## src/rtl/adc_regfront_pkg.sv

```systemverilog
package adc_regfront_pkg;

    localparam int RES_W     = 16;
    localparam int RES_BYTES = RES_W / 8;

    localparam logic [7:0] A_REV     = 8'h01;
    localparam logic [7:0] A_TYPE    = 8'h04;
    localparam logic [7:0] A_SUBTYPE = 8'h05;
    localparam logic [7:0] A_STATUS  = 8'h08;
    localparam logic [7:0] A_MODE    = 8'h40;
    localparam logic [7:0] A_ENABLE  = 8'h46;
    localparam logic [7:0] A_CHAN    = 8'h48;
    localparam logic [7:0] A_DECIM   = 8'h50;
    localparam logic [7:0] A_SETTLE  = 8'h51;
    localparam logic [7:0] A_REQ     = 8'h52;
    localparam logic [7:0] A_AVGCNT  = 8'h5A;
    localparam logic [7:0] A_AVGEN   = 8'h5B;
    localparam logic [7:0] A_RESULT  = 8'h60;
    localparam logic [7:0] A_KEY     = 8'hD0;
    localparam logic [7:0] A_RSTCTL  = 8'hDA;

    localparam logic [7:0] ID_REV     = 8'h01;
    localparam logic [7:0] ID_TYPE    = 8'h08;
    localparam logic [7:0] ID_SUBTYPE = 8'h03;
    localparam logic [7:0] KEY_VALUE  = 8'hA5;

    typedef enum logic [2:0] {
        CH_INT_SENSE  = 3'd0,
        CH_EXT_SENSE  = 3'd1,
        CH_GAIN_REF   = 3'd3,
        CH_EXT_OFFSET = 3'd5,
        CH_INT_OFFSET = 3'd6
    } chan_e;

    typedef enum logic {
        CV_IDLE = 1'b0,
        CV_RUN  = 1'b1
    } conv_state_e;

    typedef struct packed {
        logic [4:0] op_mode;
        logic       trim;
        logic [1:0] decim;
        logic [7:0] settle;
        logic       avg_en;
        logic       en;
        chan_e      chan;
    } ctrl_t;

    typedef struct packed {
        logic pending;
        logic done;
    } status_t;

    function automatic logic chan_ok(input logic [7:0] code);
        return (code == 8'd0) || (code == 8'd1) || (code == 8'd3) ||
               (code == 8'd5) || (code == 8'd6);
    endfunction

endpackage

```

## src/rtl/adc_rf_keyguard.sv

```systemverilog
module adc_rf_keyguard
    import adc_regfront_pkg::*;
(
    input  logic       clk,
    input  logic       rst,
    input  logic       we,
    input  logic [7:0] addr,
    input  logic [7:0] wdata,
    output logic       armed,
    output logic       wr_ok
);

    logic armed_q;

    always_ff @(posedge clk) begin
        if (rst) begin
            armed_q <= 1'b0;
        end else if (we) begin
            armed_q <= (addr == A_KEY) && (wdata == KEY_VALUE);
        end
    end

    assign armed = armed_q;
    assign wr_ok = we && (addr == A_RSTCTL) && armed_q;

endmodule

```

## src/rtl/adc_rf_conv_stub.sv

```systemverilog
module adc_rf_conv_stub
    import adc_regfront_pkg::*;
#(
    parameter int LAT_W = 8,
    parameter int AVG_W = 3
) (
    input  logic             clk,
    input  logic             rst,
    input  logic             start,
    input  logic             abort,
    input  logic [AVG_W-1:0] avg_log2,
    input  logic [LAT_W-1:0] latency,
    input  logic [RES_W-1:0] sample,
    output status_t          status,
    output logic [RES_W-1:0] result,
    output logic             eoc
);

    localparam int LEFT_W = 1 << AVG_W;

    conv_state_e       state_q;
    logic              done_q;
    logic              eoc_q;
    logic [LAT_W-1:0]  lat_q;
    logic [LAT_W-1:0]  cnt_q;
    logic [LEFT_W-1:0] left_q;
    logic [RES_W-1:0]  result_q;

    always_ff @(posedge clk) begin
        if (rst) begin
            state_q  <= CV_IDLE;
            done_q   <= 1'b0;
            eoc_q    <= 1'b0;
            lat_q    <= '0;
            cnt_q    <= '0;
            left_q   <= '0;
            result_q <= '0;
        end else begin
            eoc_q <= 1'b0;
            if (abort) begin
                state_q <= CV_IDLE;
            end else if (start && state_q == CV_IDLE) begin
                state_q <= CV_RUN;
                done_q  <= 1'b0;
                lat_q   <= latency;
                cnt_q   <= latency;
                left_q  <= (LEFT_W'(1) << avg_log2) - LEFT_W'(1);
            end else if (state_q == CV_RUN) begin
                if (cnt_q == '0) begin
                    if (left_q == '0) begin
                        state_q  <= CV_IDLE;
                        done_q   <= 1'b1;
                        eoc_q    <= 1'b1;
                        result_q <= sample;
                    end else begin
                        left_q <= left_q - LEFT_W'(1);
                        cnt_q  <= lat_q;
                    end
                end else begin
                    cnt_q <= cnt_q - LAT_W'(1);
                end
            end
        end
    end

    assign status.pending = (state_q == CV_RUN);
    assign status.done    = done_q;
    assign result         = result_q;
    assign eoc            = eoc_q;

endmodule

```

## src/rtl/adc_regfront.sv

```systemverilog
module adc_regfront
    import adc_regfront_pkg::*;
#(
    parameter int LAT_W = 8,
    parameter int AVG_W = 3
) (
    input  logic             clk,
    input  logic             rst,
    input  logic [7:0]       bus_addr,
    input  logic [7:0]       bus_wdata,
    input  logic             bus_we,
    input  logic             bus_re,
    output logic [7:0]       bus_rdata,
    output logic             eoc_irq,
    input  logic [15:0]      stub_sample,
    input  logic [LAT_W-1:0] stub_latency
);

    ctrl_t            ctrl_q;
    logic [AVG_W-1:0] avg_cnt_q;
    logic [7:0]       rstctl_q;
    logic             key_armed;
    logic             rst_wr_ok;
    logic             en_q;
    logic             conv_start;
    logic             conv_abort;
    logic [AVG_W-1:0] avg_log2;
    status_t          conv_status;
    logic             conv_pending;
    logic             conv_done;
    logic [RES_W-1:0] conv_result;
    logic [7:0]       rd_byte;

    assign en_q = ctrl_q.en;

    always_ff @(posedge clk) begin
        if (rst) begin
            ctrl_q    <= '0;
            avg_cnt_q <= '0;
        end else if (bus_we) begin
            unique case (bus_addr)
                A_MODE: begin
                    ctrl_q.op_mode <= bus_wdata[7:3];
                    ctrl_q.trim    <= bus_wdata[0];
                end
                A_DECIM:  ctrl_q.decim  <= bus_wdata[3:2];
                A_SETTLE: ctrl_q.settle <= bus_wdata;
                A_AVGCNT: avg_cnt_q     <= bus_wdata[AVG_W-1:0];
                A_AVGEN:  ctrl_q.avg_en <= bus_wdata[7];
                A_ENABLE: ctrl_q.en     <= bus_wdata[7];
                A_CHAN: begin
                    if (chan_ok(bus_wdata)) begin
                        ctrl_q.chan <= chan_e'(bus_wdata[2:0]);
                    end
                end
                default: ;
            endcase
        end
    end

    adc_rf_keyguard u_key (
        .clk   (clk),
        .rst   (rst),
        .we    (bus_we),
        .addr  (bus_addr),
        .wdata (bus_wdata),
        .armed (key_armed),
        .wr_ok (rst_wr_ok)
    );

    always_ff @(posedge clk) begin
        if (rst) begin
            rstctl_q <= '0;
        end else if (rst_wr_ok) begin
            rstctl_q <= bus_wdata;
        end
    end

    assign conv_start = bus_we && (bus_addr == A_REQ) && bus_wdata[7] && ctrl_q.en;
    assign conv_abort = bus_we && (bus_addr == A_ENABLE) && !bus_wdata[7];
    assign avg_log2   = (ctrl_q.avg_en && avg_cnt_q != '0) ? avg_cnt_q : '0;

    adc_rf_conv_stub #(
        .LAT_W (LAT_W),
        .AVG_W (AVG_W)
    ) u_conv (
        .clk      (clk),
        .rst      (rst),
        .start    (conv_start),
        .abort    (conv_abort),
        .avg_log2 (avg_log2),
        .latency  (stub_latency),
        .sample   (stub_sample),
        .status   (conv_status),
        .result   (conv_result),
        .eoc      (eoc_irq)
    );

    assign conv_pending = conv_status.pending;
    assign conv_done    = conv_status.done;

    always_comb begin
        rd_byte = 8'h00;
        unique case (bus_addr)
            A_REV:     rd_byte = ID_REV;
            A_TYPE:    rd_byte = ID_TYPE;
            A_SUBTYPE: rd_byte = ID_SUBTYPE;
            A_STATUS:  rd_byte = {6'b0, conv_pending, conv_done};
            A_MODE:    rd_byte = {ctrl_q.op_mode, 2'b00, ctrl_q.trim};
            A_DECIM:   rd_byte = {4'b0, ctrl_q.decim, 2'b00};
            A_SETTLE:  rd_byte = ctrl_q.settle;
            A_AVGCNT:  rd_byte = {{(8-AVG_W){1'b0}}, avg_cnt_q};
            A_AVGEN:   rd_byte = {ctrl_q.avg_en, 7'b0};
            A_ENABLE:  rd_byte = {ctrl_q.en, 7'b0};
            A_CHAN:    rd_byte = {5'b0, ctrl_q.chan};
            A_RSTCTL:  rd_byte = rstctl_q;
            default:   rd_byte = 8'h00;
        endcase
        for (int b = 0; b < RES_BYTES; b++) begin
            if (bus_addr == A_RESULT + 8'(b)) begin
                rd_byte = conv_result[8*b +: 8];
            end
        end
    end

    assign bus_rdata = bus_re ? rd_byte : 8'h00;

endmodule

```

## config.mk

```make
export PLATFORM = sky130hd
export DESIGN_NAME = adc_regfront
export DESIGN_NICKNAME = d
export VERILOG_FILES = /design/src/rtl/adc_regfront_pkg.sv /design/src/rtl/adc_rf_keyguard.sv /design/src/rtl/adc_rf_conv_stub.sv /design/src/rtl/adc_regfront.sv
export SDC_FILE = /design/constraint.sdc
export NUM_CORES = 1
export LEC_CHECK = 0
export BUFFER_PORTS_ARGS = -buffer_cell sky130_fd_sc_hd__buf_2
export CAP_MARGIN = 40
export CORE_UTILIZATION = 50
export CTS_CLUSTER_DIAMETER = 60
export DETAILED_ROUTE_END_ITERATION = 6
export GPL_ROUTABILITY_DRIVEN = 0
export PLACE_DENSITY = 0.78
export SYNTH_ARGS = -nofsm -noshare
export SYNTH_HDL_FRONTEND = slang
export SYNTH_SLANG_ARGS = --single-unit
```

## constraint.sdc

```tcl
create_clock -name clk -period 2.65 [get_ports clk]
set_input_delay 0.265 -clock clk [delete_from_list [all_inputs] [get_ports clk]]
set_output_delay 0.265 -clock clk [all_outputs]
set_load 0.005 [all_outputs]
```

==> impl_metrics.sql, run 1 <==
INSERT INTO impl_metrics (metric_group, metric, value, unit) VALUES
('worst_setup_path', 'rrSetupSlack', '0.31', 'ns'),
('sta', 'worst_slew_margin_rel', '0.535', ''),
('floorplan', 'placement_rows', '31', ''),
('floorplan', 'die-height', '90.5', 'um'),
('cts', 'htreeDepth', '3', ''),
('worst_setup_path', 'timing.critical_path.buf_inv', '1', ''),
('floorplan', 'core-area', '7410', 'um^2'),
('cts', 'post_cts_setup_buffers', '0', ''),
('global_routing', 'first_global_vias', '3355', ''),
('placement', 'buffer_ports.inserted', '52', ''),
('sta', 'tightestPinTransition', '0.698', 'ns'),
('worst_setup_path', 'crit_slowest_cell', 'or4_1', ''),
('worst_setup_path', 'worstPathRequired', '2.94', 'ns'),
('route', 'dr_wl_met3', '737', 'um'),
('floorplan', 'x_dimension_of_the_die', '90.5', 'um'),
('worst_setup_path', 'crit_arrival', '2.63', 'ns'),
('power', 'clockPowerShare', '0.417', ''),
('worst_setup_path', 'startpoint_of_the_lowest_slack_register_to_register_path', 'u_conv.cnt_q[0]', ''),
('yosys', 'synth_area', '3910', 'um^2'),
('power', 'p_leak', '1.70', 'nW'),
('worst_setup_path', 'cells_traversed_along_the_worst_timing_path', 'inv_1, ha_1, nor3b_1, and2_1, nand3_4, or4_1, a21boi_1', ''),
('layout', 'synthToLayoutAreaGrowth', '13.4', '%'),
('cts', 'cts_resized', '0', ''),
('yosys', 'synth_seq_area_share', '0.389', ''),
('yosys', 'synth-edff-count', '0', ''),
('global_routing', 'global_route_wire_length_before_repair', '16.1', 'mm'),
('global_routing', 'track_usage', '0.249', ''),
('cts', 'hold_buffers', '0', ''),
('sta', 'max_freq', '428', 'MHz'),
('sta', 'setup-tns-final', '0', 'ns'),
('worst_setup_path', 'path_delay_family', 'simple AND/OR/NAND/NOR gates', ''),
('sta', 'fin_skew', '0.0113', 'ns'),
('worst_setup_path', 'timing.critical_path.to_type', 'flip-flop', ''),
('yosys', 'netlist-cell-type-count', '64', ''),
('worst_hold_path', 'hold_crit_path_type', 'in -> reg', ''),
('power', 'peakVddDrop', '0.318', 'mV'),
('yosys', 'ys_seq_elements', '76', ''),
('route', 'routed_wl', '9.79', 'mm'),
('worst_setup_path', 'r2r.worst_path.cells', '7', ''),
('cts', 'clk-insertion-delay-late', '0.36', 'ns'),
('floorplan', 'floorplan.die_area', '8190', 'um^2'),
('layout', 'filler_cell_count', '676', ''),
('yosys', 'syn_nets', '492', ''),
('worst_setup_path', 'startpoint_type', 'flip-flop', ''),
('outcome', 'status', 'complete, no violations', ''),
('cts', 'tritoncts_clock_tree', 'done', ''),
('power', 'share_comb_of_total_power', '0.052', ''),
('route', 'drt-vias-per-instance', '5.93', ''),
('floorplan', 'initial_cell_density_of_the_core', '0.528', ''),
('global_routing', 'gr-total-overflow', '0', ''),
('cts', 'clkSlewWorstSetupHoldPaths', '0.10', 'ns'),
('worst_hold_path', 'holdPathStages', '3', ''),
('worst_setup_path', 'endpoint_of_the_worst_slack_reg_to_reg_timing_path', 'u_conv.left_q[7]', ''),
('sta', 'grt_setup_unrepaired', 'no', ''),
('worst_hold_path', 'hp-start', 'stub_sample[0]', ''),
('floorplan', 'pin_count', '53', ''),
('sta', 'final-max-slew-violation-count', '0', ''),
('power', 'power_switching', '0.000589', 'W'),
('yosys', 'syn_area_per_cell', '8.83', 'um^2'),
('sta', 'min_period_over_period', '0.881', ''),
('power', 'power_density_over_cell_area', '485', 'nW/um^2'),
('run', 'maxCapViolCount', '0', ''),
('route', 'vias_post_dr', '3499', ''),
('power', 'swShare', '0.274', ''),
('cts', 'numCtsBuffers', '9', ''),
('layout', 'finalNetCount', '535', ''),
('power', 'power.total', '0.00215', 'W'),
('worst_setup_path', 'peak_fanout_along_the_critical_path', '8', ''),
('sta', 'final_hold_viol_count', '0', ''),
('global_routing', 'pin_count_of_the_biggest_net_entering_global_routing', '40', ''),
('yosys', 'async_flop_share', '0', '');
==> worst register-to-register path: stages, from the launching register on <==
cell	delay (ns)
dfxtp_1	0.34
inv_1	0.12
ha_1	0.19
nor3b_1	0.41
and2_1	0.40
nand3_4	0.17
or4_1	0.49
a21boi_1	0.15
==> routing by layer <==
metal	GRT usage	vias up
li1	-	1701
met1	0.317	1637
met2	0.395	136
met3	0.0614	25
met4	0.114	0
met5	0	-
==> cells by family (layout without fill, tap and decap cells) <==
group / count (synthesis) / after routing / share of synthesized area
XOR/XNOR: 10 / 10 / 0.0224
multiplexers: 44 / 44 / 0.113
AND/OR/NAND/NOR: 175 / 175 / 0.237
adder cells (fa/ha/maj): 5 / 5 / 0.0160
AO/OA/AOI/OAI: 96 / 96 / 0.181
buffers and inverters: 37 / 85 / 0.0422
flip-flops: 76 / 76 / 0.389
==> worst max path at each step <==
| stage | start | end | slack, ns | cells past startpoint |
|---|---|---|---|---|
| after floorplan | u_conv.cnt_q[0] | u_conv.left_q[7] | 0.73 | 8 |
| final | u_conv.cnt_q[0] | u_conv.left_q[7] | 0.31 | 7 |
| after detailed placement | u_conv.cnt_q[0] | u_conv.left_q[7] | 0.41 | 7 |
| after global routing | u_conv.cnt_q[0] | u_conv.left_q[7] | 0.11 | 7 |
| after global placement | u_conv.cnt_q[0] | u_conv.left_q[7] | 0.51 | 7 |
| after CTS | u_conv.cnt_q[0] | u_conv.left_q[7] | 0.32 | 7 |
==> cell usage after synthesis, types with 4 or more instances <==
cell	n	area (um^2)
buf_4	4	30.0
o211ai_1	5	37.5
nor3_1	5	25.0
mux2i_1	42	420
a21oi_1	25	125
dfxtp_1	76	1520
xor2_1	4	35.0
and2_1	7	43.8
clkbuf_1	21	78.8
inv_1	7	26.3
nand3_1	11	55.1
nor2_1	59	221
a211oi_1	6	45.0
nor3b_1	7	52.6
nand2_1	43	161
nand4_1	7	43.8
o21bai_1	5	37.5
nor2b_1	9	56.3
a222oi_1	6	60.1
ha_1	5	62.6
a31oi_1	10	62.6
o21ai_0	4	20.0
a22oi_1	10	75.1
xnor2_1	6	52.6
==> per-stage QoR <==
step / cells / area, um^2 / utilization / worst slack (ns) / hold slack, ns
final: 590 / 4440 / 0.599 / 0.315 / 0.126
after global routing: 590 / 4440 / 0.599 / 0.106 / 0.114
after CTS: 590 / 4440 / 0.599 / 0.323 / 0.119
after detailed placement: 574 / 4240 / 0.572 / 0.414 / 0.449
after global placement: 574 / 4240 / 0.572 / 0.509 / 0.443
after floorplan: 443 / 3910 / - / 0.732 / 0.401
==> flip-flops by register name (all words and copies together), names as in the netlist <==
register and flops:
u_conv.done_q 1, u_conv.lat_q 8, u_conv.left_q 8, u_conv.state_q 1, ctrl_q 20, avg_cnt_q 3
u_conv.cnt_q 8, u_conv.eoc 1, u_conv.result 16, u_key.armed 1, rstctl_q 8, en_q 1
==> power by group through the flow <==
stage | clock, W | sequential [W] | combinational, W
after detailed placement | 0 | 0.00117 | 0.000109
after CTS | 0.000910 | 0.00114 | 0.000109
after global routing | 0.000968 | 0.00114 | 0.000119
after floorplan | 0 | 0.00117 | 0.0000512
after global placement | 0 | 0.00117 | 0.000107
final | 0.000897 | 0.00114 | 0.000111
==> placed cells by master, fill, tap and decap left out, types with 9 or more instances in the layout <==
cell,Yosys,layout
a22oi_1,10,10
mux2i_1,42,42
nand3_1,11,11
buf_2,3,52
nor2_1,59,59
a31oi_1,10,10
a21oi_1,25,25
nor2b_1,9,9
clkbuf_8,0,9
nand2_1,43,43
buf_4,4,10
dfxtp_1,76,76
==> layout make-up <==
type	instances	area [um^2]	share of cell area
clock buffers	9	124	0.0279
clock inverters	7	73.8	0.0166
inverters	7	26.3	0.00592
multi-input cells	330	2230	0.503
flip-flops and latches	76	1520	0.343
well taps	99	124	0.0279
repair buffers	62	335	0.0756
No activity file was read; power rests on OpenSTA's default activity.
==> run 2, diff against run 1 <==
==> constraint.sdc (replaced) <==
create_clock -name clk -period 2.6 [get_ports clk]
set_input_delay 0.26 -clock clk [delete_from_list [all_inputs] [get_ports clk]]
set_output_delay 0.26 -clock clk [all_outputs]
set_load 0.005 [all_outputs]
==> run 2 against run 1 <==
Net effect: non-clock buffer count is 3 higher; core utilization is 0.47 points higher; routed wire length is 3.7% higher; sequential power hardly changed; maximum frequency is 4.7% higher; critical path type unchanged; largest power group unchanged; highest routed layer unchanged.
==> impl_metrics.sql, run 2 (same netlist as run 1, synthesis figures left out) <==
INSERT INTO impl_metrics (metric_group, metric, value, unit) VALUES
('outcome', 'status', 'complete, no violations', ''),
('layout', 'finalNetCount', '538', ''),
('sta', 'tightestPinTransition', '0.623', 'ns'),
('route', 'drtAntennaViolNets', '0', ''),
('floorplan', 'pin_count', '53', ''),
('worst_setup_path', 'crit_arrival', '2.51', 'ns'),
('cts', 'clk-insertion-delay-late', '0.35', 'ns'),
('worst_setup_path', 'crit_path_max_incr_delay', '0.49', 'ns'),
('cts', 'hold_buffers', '0', ''),
('global_routing', 'pin_count_of_the_biggest_net_entering_global_routing', '32', ''),
('cts', 'clk_root_buffer_cell', 'clkbuf_8', ''),
('worst_setup_path', 'critPathLaunch', 'u_conv.cnt_q[0]', ''),
('cts', 'cts-root-to-sink-buffers', '2', ''),
('power', 'power_density_over_cell_area', '499', 'nW/um^2'),
('layout', 'layout-drive-gt1-share', '0.184', ''),
('global_routing', 'first_global_vias', '3450', ''),
('cts', 'clkSlewWorstSetupHoldPaths', '0.09', 'ns'),
('layout', 'mostFrequentLayoutCell', 'dfxtp_1', ''),
('sta', 'final-max-slew-violation-count', '0', ''),
('power', 'peakVddDrop', '0.373', 'mV'),
('layout', 'synthToLayoutAreaGrowth', '14.3', '%'),
('cts', 'sinks_on_clock_net', '76', ''),
('worst_setup_path', 'worstPathRequired', '2.88', 'ns'),
('route', 'routed_wl', '10.2', 'mm'),
('layout', 'num_antenna_cells', '0', ''),
('route', 'drcViolationCount', '0', ''),
('sta', 'worst_slew_margin_rel', '0.583', ''),
('layout', 'layout.cells.most_common_list', '76 x dfxtp_1, 59 x nor2_1, 52 x buf_2', ''),
('layout', 'filler_cell_count', '662', ''),
('layout', 'final_core_util', '0.604', ''),
('sta', 'grt_setup_unrepaired', 'no', ''),
('route', 'first_pass_iters', '5', ''),
('worst_hold_path', 'hp-start', 'stub_sample[11]', ''),
('layout', 'register_area', '1520', 'um^2'),
('route', 'post_drt_wl_per_cell', '17.1', 'um'),
('global_routing', 'gr-total-overflow', '0', ''),
('worst_setup_path', 'startpoint_of_the_lowest_slack_register_to_register_path', 'u_conv.cnt_q[0]', ''),
('route', 'drt_iter0_markers', '291', ''),
('layout', 'multiInputGateArea', '2230', 'um^2'),
('worst_setup_path', 'timing.critical_path.to_type', 'flip-flop', ''),
('worst_setup_path', 'peak_fanout_along_the_critical_path', '8', ''),
('worst_setup_path', 'cells_traversed_along_the_worst_timing_path', 'inv_1, ha_1, nor3b_1, and2_1, nand3_4, or4_1, a21boi_1', ''),
('worst_setup_path', 'crit_slowest_cell', 'or4_1', ''),
('global_routing', 'grt_antenna_before_repair', '0', ''),
('floorplan', 'initial_cell_density_of_the_core', '0.528', ''),
('route', 'drt-vias-per-instance', '6.01', ''),
('sta', 'final_hold_viol_count', '0', ''),
('worst_setup_path', 'critPathKind', 'reg -> reg', ''),
('floorplan', 'placement_rows', '31', ''),
('floorplan', 'x_dimension_of_the_die', '90.5', 'um'),
('global_routing', 'global_route_wire_length_before_repair', '16.8', 'mm'),
('cts', 'post_cts_setup_buffers', '0', ''),
('route', 'vias_post_dr', '3563', ''),
('worst_setup_path', 'startpoint_type', 'flip-flop', ''),
('sta', 'setup_viol', '0', ''),
('layout', 'max_flop_register', 'ctrl_q', ''),
('worst_hold_path', 'hold_crit_path_type', 'in -> reg', ''),
('run', 'maxCapViolCount', '0', ''),
('sta', 'setup-tns-final', '0', 'ns'),
('cts', 'htreeDepth', '3', ''),
('sta', 'period_needed', '2.23', 'ns'),
('placement', 'buffer_ports.inserted', '52', ''),
('cts', 'cts_resized', '0', ''),
('placement', 'dp_hpwl', '7.32', 'mm'),
('floorplan', 'core-area', '7410', 'um^2'),
('cts', 'tritoncts_clock_tree', 'done', ''),
('cts', 'numCtsBuffers', '9', ''),
('power', 'p_leak', '1.71', 'nW'),
('floorplan', 'die-height', '90.5', 'um'),
('global_routing', 'track_usage', '0.259', ''),
('floorplan', 'floorplan.die_area', '8190', 'um^2'),
('layout', 'largest_reg_flops', '20', ''),
('sta', 'max_freq', '449', 'MHz'),
('sta', 'fin_skew', '0.00754', 'ns'),
('sta', 'min_period_over_period', '0.858', '');
run 2: changes by cell type in the layout (fill, tap and decap cells not counted), sizes merged:
cell / change
clkbuf: +1
clkinvlp: +1
clkinv: +3
bufinv: +1
inv: -6
buf: +3
run 2: cell type report:
class | instances | share of cell area
timing repair buffer | 65 | 0.0800
multi-input combinational | 330 | 0.499
tap | 99 | 0.0277
sequential | 76 | 0.340
clock buffer | 10 | 0.0308
clock inverter | 6 | 0.0162
inverter | 7 | 0.00588
run 2: path summary, 6_finish.rpt:
kind	slack, ns	endpoint	depth (start not counted)
worst min register to register	0.46	u_conv.lat_q[6]	2
worst max register to register	0.37	u_conv.left_q[7]	7
worst min-delay path	0.14	u_conv.result[11]	3
worst max-delay path	0.37	u_conv.left_q[7]	7
run 2: power by group:
| group | switching, W | leakage, nW | internal, W |
|---|---|---|---|
| Combinational | 0.0000744 | 0.999 | 0.0000431 |
| Clock | 0.000471 | 0.103 | 0.000478 |
| Sequential | 0.000000395 | 0.612 | 0.00116 |
| Total | 0.000546 | 1.71 | 0.00168 |
run 2: routing by layer:
metal | global-route usage | part of all wire | up-vias
li1 | - | - | 1706
met1 | 0.321 | 0.42 | 1687
met2 | 0.436 | 0.49 | 145
met3 | 0.0505 | 0.060 | 25
met4 | 0.112 | 0.026 | 0
met5 | 0 | 0 | -
run 2: stage by stage:
| stage | power, W | hold WS, ns | worst slack [ns] | std cells | cell area [um^2] |
|---|---|---|---|---|---|
| finish | 0.00223 | 0.140 | 0.370 | 593 | 4470 |
| detailed placement | 0.00131 | 0.448 | 0.377 | 577 | 4260 |
| floorplan | 0.00124 | 0.396 | 0.682 | 443 | 3910 |
| CTS | 0.00225 | 0.131 | 0.364 | 593 | 4470 |
| global placement | 0.00130 | 0.444 | 0.501 | 577 | 4260 |
| global route | 0.00230 | 0.135 | 0.230 | 593 | 4470 |
run 2: critical path, delay by kind of cell (launching register included):
| family | cells | cell delay [ns] |
|---|---|---|
| and+or+nand+nor | 4 | 1.39 |
| DFF | 1 | 0.34 |
| AOI/OAI and AO/OA | 1 | 0.15 |
| adders and majority gates | 1 | 0.18 |
| buffers and inverters | 1 | 0.10 |
